### src/rtl/esc_pkg.sv
package esc_pkg;
  // Number of coded bits the outer code emits per information bit.
  localparam int unsigned CODE_LANES = 2;

  typedef struct packed {
    logic                  info;
    logic [CODE_LANES-1:0] code;
  } esc_hd_t;
endpackage

### src/rtl/esc_slicer.sv
module esc_slicer #(
  parameter int unsigned W = 6,
  parameter int unsigned N = 3
) (
  input  logic [N*W-1:0] llr,
  output logic [N-1:0]   hd
);
  // One hard decision per lane: negative soft value means bit 1.
  for (genvar i = 0; i < N; i++) begin : g_lane
    logic signed [W-1:0] lane;
    assign lane  = llr[i*W +: W];
    assign hd[i] = (lane < 0);
  end
endmodule

### src/rtl/esc_reencode.sv
module esc_reencode
  import esc_pkg::*;
(
  input  logic    clk,
  input  logic    rst_n,
  input  logic    restart,
  input  logic    beat,
  input  logic    last,
  input  esc_hd_t hd,
  output logic    first_beat,
  output logic    beat_miss
);
  logic                  at_start_q, at_start_d;
  logic                  prev_q, prev_d;
  logic                  first_u_q, first_u_d;
  logic [CODE_LANES-1:0] first_code_q, first_code_d;

  logic                  exp_mid, mid_miss;
  logic                  wrap_u0, wrap_exp, wrap_miss;
  logic [CODE_LANES-1:0] wrap_code;

  // Ordinary position: state is the previous information bit.
  assign exp_mid  = hd.info ^ prev_q;
  assign mid_miss = !at_start_q && (hd.code != {CODE_LANES{exp_mid}});

  // Tail-biting closure: position 0 is judged once the last bit is known.
  assign wrap_u0   = at_start_q ? hd.info : first_u_q;
  assign wrap_code = at_start_q ? hd.code : first_code_q;
  assign wrap_exp  = wrap_u0 ^ hd.info;
  assign wrap_miss = last && (wrap_code != {CODE_LANES{wrap_exp}});

  assign beat_miss  = beat && (mid_miss || wrap_miss);
  assign first_beat = at_start_q;

  always_comb begin
    at_start_d   = at_start_q;
    prev_d       = prev_q;
    first_u_d    = first_u_q;
    first_code_d = first_code_q;
    if (restart) begin
      at_start_d = 1'b1;
    end else if (beat) begin
      at_start_d = last;
      prev_d     = hd.info;
      if (at_start_q) begin
        first_u_d    = hd.info;
        first_code_d = hd.code;
      end
    end
  end

  always_ff @(posedge clk or negedge rst_n) begin
    if (!rst_n) begin
      at_start_q   <= 1'b1;
      prev_q       <= 1'b0;
      first_u_q    <= 1'b0;
      first_code_q <= '0;
    end else begin
      at_start_q   <= at_start_d;
      prev_q       <= prev_d;
      first_u_q    <= first_u_d;
      first_code_q <= first_code_d;
    end
  end

  // the first beat of a longer pass is never judged on arrival.
  a_r4_first_deferred: assert property (@(posedge clk) disable iff (!rst_n)
    (beat && at_start_q && !last) |-> !beat_miss);
  // a restart makes the next accepted beat position 0.
  a_r11_restart_rearms: assert property (@(posedge clk) disable iff (!rst_n)
    restart |=> at_start_q);
endmodule

### src/rtl/esc_iter_ctrl.sv
module esc_iter_ctrl #(
  parameter int unsigned MAX_ITER = 32,
  parameter int unsigned CNT_W    = $clog2(MAX_ITER + 1)
) (
  input  logic             clk,
  input  logic             rst_n,
  input  logic             restart,
  input  logic             beat,
  input  logic             last,
  input  logic             first_beat,
  input  logic             beat_miss,
  output logic             res_valid,
  output logic             res_stop,
  output logic             res_conv,
  output logic [CNT_W-1:0] res_iters
);
  localparam logic [CNT_W-1:0] CAP = CNT_W'(MAX_ITER);

  logic             fail_q, fail_d;
  logic [CNT_W-1:0] cnt_q, cnt_d, cnt_next;
  logic             vld_q, vld_d;
  logic             stop_q, stop_d;
  logic             conv_q, conv_d;
  logic [CNT_W-1:0] iters_q, iters_d;
  logic             fail_all, done;

  assign done     = beat && last;
  assign fail_all = (first_beat ? 1'b0 : fail_q) | beat_miss;
  assign cnt_next = (cnt_q == CAP) ? CAP : cnt_q + 1'b1;

  always_comb begin
    fail_d  = fail_q;
    cnt_d   = cnt_q;
    vld_d   = done;
    stop_d  = stop_q;
    conv_d  = conv_q;
    iters_d = iters_q;
    if (beat) fail_d = fail_all;
    if (restart) begin
      cnt_d = '0;
    end else if (done) begin
      cnt_d   = cnt_next;
      conv_d  = !fail_all;
      stop_d  = !fail_all || (cnt_next == CAP);
      iters_d = cnt_next;
    end
  end

  always_ff @(posedge clk or negedge rst_n) begin
    if (!rst_n) begin
      fail_q  <= 1'b0;
      cnt_q   <= '0;
      vld_q   <= 1'b0;
      stop_q  <= 1'b0;
      conv_q  <= 1'b0;
      iters_q <= '0;
    end else begin
      fail_q  <= fail_d;
      cnt_q   <= cnt_d;
      vld_q   <= vld_d;
      stop_q  <= stop_d;
      conv_q  <= conv_d;
      iters_q <= iters_d;
    end
  end

  assign res_valid = vld_q;
  assign res_stop  = stop_q;
  assign res_conv  = conv_q;
  assign res_iters = iters_q;

  // a result appears only after an accepted last beat.
  a_r5_valid_after_last: assert property (@(posedge clk) disable iff (!rst_n)
    vld_q |-> $past(done));
  // outputs hold between results.
  a_r5_hold: assert property (@(posedge clk) disable iff (!rst_n)
    !vld_q |-> ($stable(stop_q) && $stable(conv_q) && $stable(iters_q)));
  // frame_start clears the pass count.
  a_r8_restart_clears: assert property (@(posedge clk) disable iff (!rst_n)
    restart |=> (cnt_q == '0));
  // an unsaturated pass advances the reported count by one.
  a_r8_count_step: assert property (@(posedge clk) disable iff (!rst_n)
    (done && !restart && cnt_q != CAP) |=> (iters_q == $past(cnt_q) + 1'b1));
  // the count never exceeds the budget, and reaching it forces stop.
  a_r9_bounded: assert property (@(posedge clk) disable iff (!rst_n)
    iters_q <= CAP);
  a_r9_cap_stops: assert property (@(posedge clk) disable iff (!rst_n)
    (vld_q && iters_q == CAP) |-> stop_q);
  // a converged pass always stops.
  a_r6_conv_stops: assert property (@(posedge clk) disable iff (!rst_n)
    (vld_q && conv_q) |-> stop_q);
endmodule

### src/rtl/esc_early_stop.sv
module esc_early_stop
  import esc_pkg::*;
#(
  parameter int unsigned LLR_W    = 6,
  parameter int unsigned MAX_ITER = 32,
  localparam int unsigned CNT_W   = $clog2(MAX_ITER + 1)
) (
  input  logic                       clk,
  input  logic                       rst_n,
  input  logic                       frame_start,
  input  logic                       in_valid,
  input  logic                       in_last,
  input  logic [LLR_W-1:0]           info_llr,
  input  logic [CODE_LANES*LLR_W-1:0] code_llr,
  output logic                       res_valid,
  output logic                       res_stop,
  output logic                       res_conv,
  output logic [CNT_W-1:0]           res_iters
);
  localparam int unsigned N_SLICE = CODE_LANES + 1;

  logic [N_SLICE-1:0] hd_bits;
  esc_hd_t            hd;
  logic               beat, first_beat, beat_miss;

  // Beats coinciding with frame_start are dropped.
  assign beat = in_valid && !frame_start;

  esc_slicer #(.W(LLR_W), .N(N_SLICE)) u_slice (
    .llr ({info_llr, code_llr}),
    .hd  (hd_bits)
  );

  assign hd.info = hd_bits[N_SLICE-1];
  assign hd.code = hd_bits[CODE_LANES-1:0];

  esc_reencode u_reenc (
    .clk        (clk),
    .rst_n      (rst_n),
    .restart    (frame_start),
    .beat       (beat),
    .last       (in_last),
    .hd         (hd),
    .first_beat (first_beat),
    .beat_miss  (beat_miss)
  );

  esc_iter_ctrl #(.MAX_ITER(MAX_ITER), .CNT_W(CNT_W)) u_ctrl (
    .clk        (clk),
    .rst_n      (rst_n),
    .restart    (frame_start),
    .beat       (beat),
    .last       (in_last),
    .first_beat (first_beat),
    .beat_miss  (beat_miss),
    .res_valid  (res_valid),
    .res_stop   (res_stop),
    .res_conv   (res_conv),
    .res_iters  (res_iters)
  );
endmodule

### config.mk
export PLATFORM = sky130hd
export DESIGN_NAME = esc_early_stop
export DESIGN_NICKNAME = d
export VERILOG_FILES = /design/src/rtl/esc_pkg.sv /design/src/rtl/esc_slicer.sv /design/src/rtl/esc_reencode.sv /design/src/rtl/esc_iter_ctrl.sv /design/src/rtl/esc_early_stop.sv
export SDC_FILE = /design/constraint.sdc
export NUM_CORES = 1
export LEC_CHECK = 0
export BUFFER_PORTS_ARGS = -buffer_cell sky130_fd_sc_hd__buf_4
export CAP_MARGIN = 20
export CORE_MARGIN = 2
export CORE_UTILIZATION = 50
export CTS_CLUSTER_SIZE = 20
export DETAILED_ROUTE_END_ITERATION = 10
export MAX_ROUTING_LAYER = met4
export PLACE_DENSITY_LB_ADDON = 0.12
export SLEW_MARGIN = 20
export SYNTH_ARGS = -nofsm -noshare
export SYNTH_HDL_FRONTEND = slang
export SYNTH_SLANG_ARGS = --single-unit
### constraint.sdc
create_clock -name clk -period 2.25 [get_ports clk]
set_clock_uncertainty 0.2 [all_clocks]
set_input_delay 0.1125 -clock clk [delete_from_list [all_inputs] [get_ports clk]]
set_output_delay 0.1125 -clock clk [all_outputs]
set_load 0.005 [all_outputs]
==> results by group, run 1 <==
Status
  – Status: complete, no violations

Power and ir drop
  – Pint: 0.550 mW
  – Pwr dens: 581 nW/um2
  – Power, Total: 0.744 mW
  – Sequential share of power: 58.5%
  – Clock share of power: 23.8%
  – Switch share: 26.2%
  – Peak supply drop: 0.338 mV
  – Comb pwr share: 17.7%
  – Total net switching power: 0.195 mW
  – Leakage: 0.565 nW

Worst setup path
  – Worst path depth: 5
  – CP max stage delay: 0.46 ns
  – Worst Setup EP: u_ctrl.res_stop
  – Slowest cell on the critical path: dfrtp_1
  – R2R cell count: 5
  – Worst path cell trace: ha_1, nor2b_1, a21oi_1, nand3_1, o32ai_1
  – Crit path max fanout: 6
  – WS Path Type: flop to flop
  – Crit. Startpoint: u_ctrl.cnt_q[0]
  – Worst R2R Start: u_ctrl.cnt_q[0]
  – Worst R2R End: u_ctrl.res_stop
  – CP arrival: 1.80 ns
  – Type of origin of the critical path: flop
  – Worst setup EP type: flop
  – Worst path required time: 2.26 ns
  – Top cell family by delay on the critical path: compound AO/OA/AOI/OAI gates
  – FF-to-FF setup slack: 0.46 ns
  – Buffers and inverters on the worst path: 0

Timing
  – Tmin final: 1.79 ns
  – Worst-Margin Slew: 0.340 ns
  – F_max: 558 MHz
  – Part of the cycle the worst path needs: 79.7%
  – Final Hold Fails: 0
  – Final WS setup: 0.457 ns
  – Final Setup Violations: 0
  – Setup TNS: 0 ns
  – RSZ-0062 raised after global routing: false
  – Max_slew headroom: 77.2%
  – Fin. max-slew vios: 0

Clock network
  – H-tree depth: 1
  – CTS tree: yes
  – Worst skew pair latency: 0.30 ns
  – Post_cts resized: 0
  – Num Clock Sinks: 21
  – CTS root buf: clkbuf_4
  – CTS Buf Count: 3
  – Clk buf depth: 2
  – Clock-pin transition on the worst setup and hold timing paths: 0.12 ns
  – Post-CTS setup-driven buffer insertion count: 0

Final layout
  – Final non-filler cell total: 157
  – Final nets: 156
  – Diodes inserted: 0
  – Share of layout cells above drive strength 1: 23.1%
  – Final Cell Area: 1280 um2
  – Final-layout fill cell count: 175
  – P&R area growth vs syn: 26.0%

Route
  – Final wirelength: 1820 um
  – Post-route ant nets: 0
  – WL per Instance: 11.6 um
  – 1st-iter DRT viols: 8
  – Vias per cell: 5.13
  – Drt drc: 0
  – Drt pass-1 iters: 4
  – Via count: 805

Synthesis
  – Yosys cell types: 31
  – Post-synth EDFFs: 0
  – Mapped Cells: 103
  – Most frequent cell after synthesis: dfrtp_1
  – Sequential area share after synthesis: 51.8%
  – Biggest area consumer among synthesized cells: dfrtp_1
  – Mean post-synth cell area: 9.86 um2
  – Area share of the largest cell type after synthesis: 49.3%
  – Ys Warns: 0
  – Post-synth ARST share: 100%
  – Most frequent cells after synthesis: dfrtp_1, nand2_1, nor2_1
  – Flops & latches, synth: 21
  – Synth top area cells: dfrtp_1, nand2_1, xor2_1
  – Synth Net Count: 128
  – Mapped cell area: 1020 um2
  – Main synth FF type: dfrtp_1

GRT
  – Overall Global Routing Usage: 18.4%
  – Initial antenna violation count: 0
  – Global-route wire length before repair: 3390 um
  – Largest net degree at the start of global routing: 22
  – Overflow after GRT: 0
  – Vias in the first global route: 816

Flow run
  – Maxcap violations: 0

Floorplanning
  – Die area: 2410 um2
  – Initial core utilization: 52.3%
  – Placeable Area: 1940 um2
  – Row count: 16
  – Die Ht: 49.1 um
  – Ports: 32
  – Die width: 49.1 um

Place
  – Worst slack, placed: 0.494 ns
  – IO Port Bufs: 16
  – Placer Congestion: 0.776
  – Placed Cells incl. Taps: 144
  – Detailed placement HPWL: 1350 um
  – DP Area: 1160 um2

Hold path
  – Hold WC Path Type: primary input to async pin
[power by group through the flow]
stage,Combinational (mW),Sequential (mW),Clock (mW)
floorplan,0.0635,0.441,0
global placement,0.118,0.442,0
detailed placement,0.122,0.443,0
CTS,0.134,0.436,0.186
global route,0.149,0.441,0.201
finish,0.132,0.435,0.177
[logic make-up after synthesis]
family | count (synthesis) | synth area share (%)
and+or+nand+nor | 41 | 19.6
muxes | 4 | 4.43
buffers and inverters | 8 | 3.32
AOI/OAI and AO/OA | 19 | 11.5
xor gates and xnor gates | 8 | 6.90
DFF | 21 | 51.8
adders and majority gates | 2 | 2.46
[how the worst min path moves through the flow]
| stage | slack (ns) | cells after the start | to |
|---|---|---|---|
| floorplan | -0.38 | 0 | u_ctrl.cnt_q[0] |
| global placement | -0.19 | 1 | u_ctrl.res_conv |
| detailed placement | -0.19 | 1 | u_ctrl.res_valid |
| CTS | 0.02 | 2 | u_ctrl.res_iters[2] |
| global route | 0.03 | 2 | u_ctrl.res_iters[2] |
| finish | 0.02 | 2 | u_ctrl.res_iters[2] |
[cell type report]
type	instances	area, um2	share of cell area, %
flip-flops and latches	21	527	41.2
multi-input cells	74	455	35.6
repair buffers	26	218	17.0
well taps	27	33.8	2.64
clock buffers	3	22.5	1.76
inverters	5	18.8	1.47
clock inverters	1	5.00	0.391
[metrics by stage]
step           hold WS, ns  utilization (%)
2_1_floorplan       -0.383                -
3_3_place_gp        -0.192             59.9
3_5_place_dp        -0.188             59.9
4_1_cts             0.0206             65.9
5_1_grt             0.0316             65.9
6_report            0.0224             65.9
[registers in the layout, summed over array words and instances, names as in the netlist]
| register | count |
|---|---|
| u_reenc.prev_q | 1 |
| u_reenc.first_u_q | 1 |
| u_reenc.first_code_q | 2 |
| u_ctrl.res_stop | 1 |
| u_ctrl.res_iters | 6 |
| u_ctrl.res_conv | 1 |
| u_ctrl.res_valid | 1 |
| u_ctrl.fail_q | 1 |
| u_reenc.first_beat | 1 |
| u_ctrl.cnt_q | 6 |
[cell usage in the layout (no fill, tap or decap)]
cell	netlist	final
dfrtp_1	20	20
buf_4	0	17
nand2_1	13	13
dlygate4sd3_1	0	9
nor2_1	8	8
nand3_1	7	7
a21oi_1	7	7
xor2_1	5	5
or3_1	4	4
o21ai_1	4	4
mux2_1	3	3
xnor2_1	3	3
clkbuf_4	0	3
inv_2	2	2
nand2_2	2	2
inv_1	2	2
o32ai_1	2	2
nor2b_1	2	2
ha_1	2	2
clkinv_1	1	1
a21oi_2	1	1
a31oi_1	1	1
nor3b_1	1	1
a211oi_1	1	1
nor3_2	1	1
and3_1	1	1
mux2_2	1	1
nor2_2	1	1
nor3_1	1	1
o31ai_1	1	1
o21ai_0	1	1
a311oi_1	1	1
clkinv_2	0	1
dfstp_2	1	1
[per-layer routing]
metal | vias up | wire length, um | GRT usage [%]
li1 | 408 | - | -
met1 | 377 | 892 | 22.4
met2 | 18 | 851 | 31.3
met3 | 2 | 63 | 2.76
met4 | 0 | 8 | 5.71
met5 | - | 0 | -
[repair_timing]
item,4_1_cts,5_1_grt
hold buffers,9,0
setup endpoints to repair,0,0
endpoints found under the hold margin,33,0
[worst reg2reg max path, stage by stage, from the launching register on]
cell and delay, ns:
dfrtp_1 0.46, ha_1 0.25, nor2b_1 0.14, a21oi_1 0.30
nand3_1 0.12, o32ai_1 0.24
No activity file was read; power rests on OpenSTA's default activity.
==> inputs of run 2 (changes only) <==
--- a/config.mk
+++ b/config.mk
@@ -8,7 +8,7 @@
 export BUFFER_PORTS_ARGS = -buffer_cell sky130_fd_sc_hd__buf_4
 export CAP_MARGIN = 20
 export CORE_MARGIN = 2
-export CORE_UTILIZATION = 50
+export CORE_UTILIZATION = 44
 export CTS_CLUSTER_SIZE = 20
 export DETAILED_ROUTE_END_ITERATION = 10
 export MAX_ROUTING_LAYER = met4
==> constraint.sdc (replaced) <==
create_clock -name clk -period 1.6 [get_ports clk]
set_clock_uncertainty 0.2 [all_clocks]
set_input_delay 0.08 -clock clk [delete_from_list [all_inputs] [get_ports clk]]
set_output_delay 0.08 -clock clk [all_outputs]
set_load 0.005 [all_outputs]
==> results by group, run 2 (synthesized netlist as in run 1, its figures left out) <==
Final layout
  – Commonest non-fill, non-tap cells in the layout: buf_4, dfrtp_1, nand2_1, dlygate4sd3_1, nor2_1
  – Final Cell Area: 1490 um2
  – Diodes inserted: 0
  – Final-layout fill cell count: 163
  – Commonest non-fill, non-tap cell in the layout: buf_4
  – Share of layout cells above drive strength 1: 38.8%
  – P&R area growth vs syn: 47.0%
  – Final nets: 173

Route
  – Via count: 917
  – WL per Instance: 14.1 um
  – Drt drc: 0
  – Met3 WL: 106 um
  – Top layer in use: met4
  – Final wirelength: 2460 um
  – Post-Route M1 WL: 1070 um
  – Met2 wire length: 1230 um
  – 1st-iter DRT viols: 23
  – Vias per cell: 5.24
  – Post-route ant nets: 0
  – Drt pass-1 iters: 4

Power and ir drop
  – Peak supply drop: 0.553 mV
  – Comb pwr share: 22.2%
  – Sequential share of power: 54.2%
  – Pwr dens: 761 nW/um2
  – Leakage: 0.653 nW
  – Pint: 0.817 mW
  – Clock share of power: 23.6%
  – Switch share: 28.2%
  – Total net switching power: 0.320 mW
  – Power, Total: 1.14 mW

Worst setup path
  – CP max stage delay: 0.47 ns
  – CP arrival: 1.69 ns
  – Type of origin of the critical path: flop
  – Top cell family by delay on the critical path: flip-flops
  – WS Path Type: flop to flop
  – Buffers and inverters on the worst path: 1
  – Crit path max fanout: 4
  – Worst path required time: 1.62 ns
  – Worst path cell trace: buf_4, nand2_2, nor2_2, nand3_1, xor2_1, o32ai_1
  – Slowest cell on the critical path: dfrtp_1
  – Worst setup EP type: flop

Floorplanning
  – Initial core utilization: 46.4%
  – Die Ht: 52.1 um
  – Ports: 32
  – Placeable Area: 2190 um2
  – Die area: 2710 um2
  – Die width: 52.1 um
  – Row count: 17

Timing
  – Worst-Margin Slew: 0.406 ns
  – F_max: 598 MHz
  – Final Setup Violations: 4
  – Part of the cycle the worst path needs: 105%
  – RSZ-0062 raised after global routing: true
  – Tmin final: 1.67 ns
  – Max_slew headroom: 72.9%
  – Final WS setup: -0.0732 ns
  – Setup TNS: -0.210 ns
  – Hold Slack: 0.0145 ns
  – Final Hold Fails: 0
  – Fin. max-slew vios: 0

Clock network
  – Clock-pin transition on the worst setup and hold timing paths: 0.12 ns
  – CTS Buf Count: 3
  – Worst skew pair latency: 0.31 ns
  – Num Clock Sinks: 21
  – CTS root buf: clkbuf_4
  – H-tree depth: 1
  – CTS tree: yes
  – Clk buf depth: 2

GRT
  – Vias in the first global route: 907
  – Largest net degree at the start of global routing: 22
  – Initial antenna violation count: 0
  – Overflow after GRT: 0
  – Overall Global Routing Usage: 20.7%
  – Global-route wire length before repair: 4020 um

Hold path
  – Hold WC Path Type: primary input to flop

Place
  – Placer Congestion: 0.770
  – DP Area: 1230 um2
  – Detailed placement HPWL: 1440 um
  – IO Port Bufs: 16
  – Worst slack, placed: -0.105 ns

Flow run
  – Maxcap violations: 0

Status
  – Failing checks: negative setup slack
  – Status: finished, violations left
run 2: path summary, 6_finish.rpt:
check | start | end | slack, ns | cells past startpoint
setup / recovery | u_ctrl.cnt_q[1] | u_ctrl.res_stop | -0.07 | 6
hold / removal | frame_start | u_ctrl.res_conv | 0.01 | 5
setup reg to reg | u_ctrl.cnt_q[1] | u_ctrl.res_stop | -0.07 | 6
hold reg to reg | u_ctrl.res_iters[5] | u_ctrl.res_iters[5] | 0.30 | 2
max in group asynchronous | rst_n | u_reenc.first_beat | 0.42 | 3
min in group asynchronous | rst_n | u_ctrl.fail_q | 0.51 | 3
run 2: through the flow:
stage | utilization [%] | cells
global placement | 56.2 | 154
CTS | 64.5 | 172
finish | 68.2 | 175
global route | 68.2 | 175
detailed placement | 56.2 | 154
floorplan | - | 103
run 2: power groups by stage:
stage / Clock, mW / Sequential (mW) / Combinational, mW
finish: 0.268 / 0.616 / 0.253
global route: 0.292 / 0.622 / 0.278
CTS: 0.268 / 0.613 / 0.232
detailed placement: 0 / 0.623 / 0.187
global placement: 0 / 0.620 / 0.183
floorplan: 0 / 0.620 / 0.0893
run 2: area by class of cell:
cell class | instances | area [um2] | area share (%)
Clock buffer | 4 | 26.3 | 1.76
Inverter | 5 | 18.8 | 1.26
Multi-Input combinational cell | 74 | 537 | 35.9
Sequential cell | 21 | 527 | 35.3
Tap cell | 28 | 35.0 | 2.35
Timing Repair Buffer | 43 | 350 | 23.5
run 2: layer usage:
metal | up-vias | global-route usage, %
met2 | 28 | 31.6
li1 | 442 | -
met3 | 8 | 3.45
met1 | 439 | 26.1
met5 | - | -
met4 | 0 | 11.4
run 2: worst register-to-register path, delay by kind of cell (launching register included):
kind / cells / cell delay [ns]
compound gates: 1 / 0.28
xor+xnor: 1 / 0.17
buf+inv: 1 / 0.16
flops: 1 / 0.47
simple gates: 3 / 0.30
run 2: timing repair:
| item | 4_1_cts | 5_1_grt |
|---|---|---|
| endpoints found under the hold margin | 34 | 0 |
| setup endpoints to repair | 3 | 6 |
| setup buffers | 4 | 3 |
| hold buffers | 11 | 0 |
| gates resized for setup | 4 | 12 |
| gates cloned | 0 | 0 |
| pin swaps | 4 | 3 |
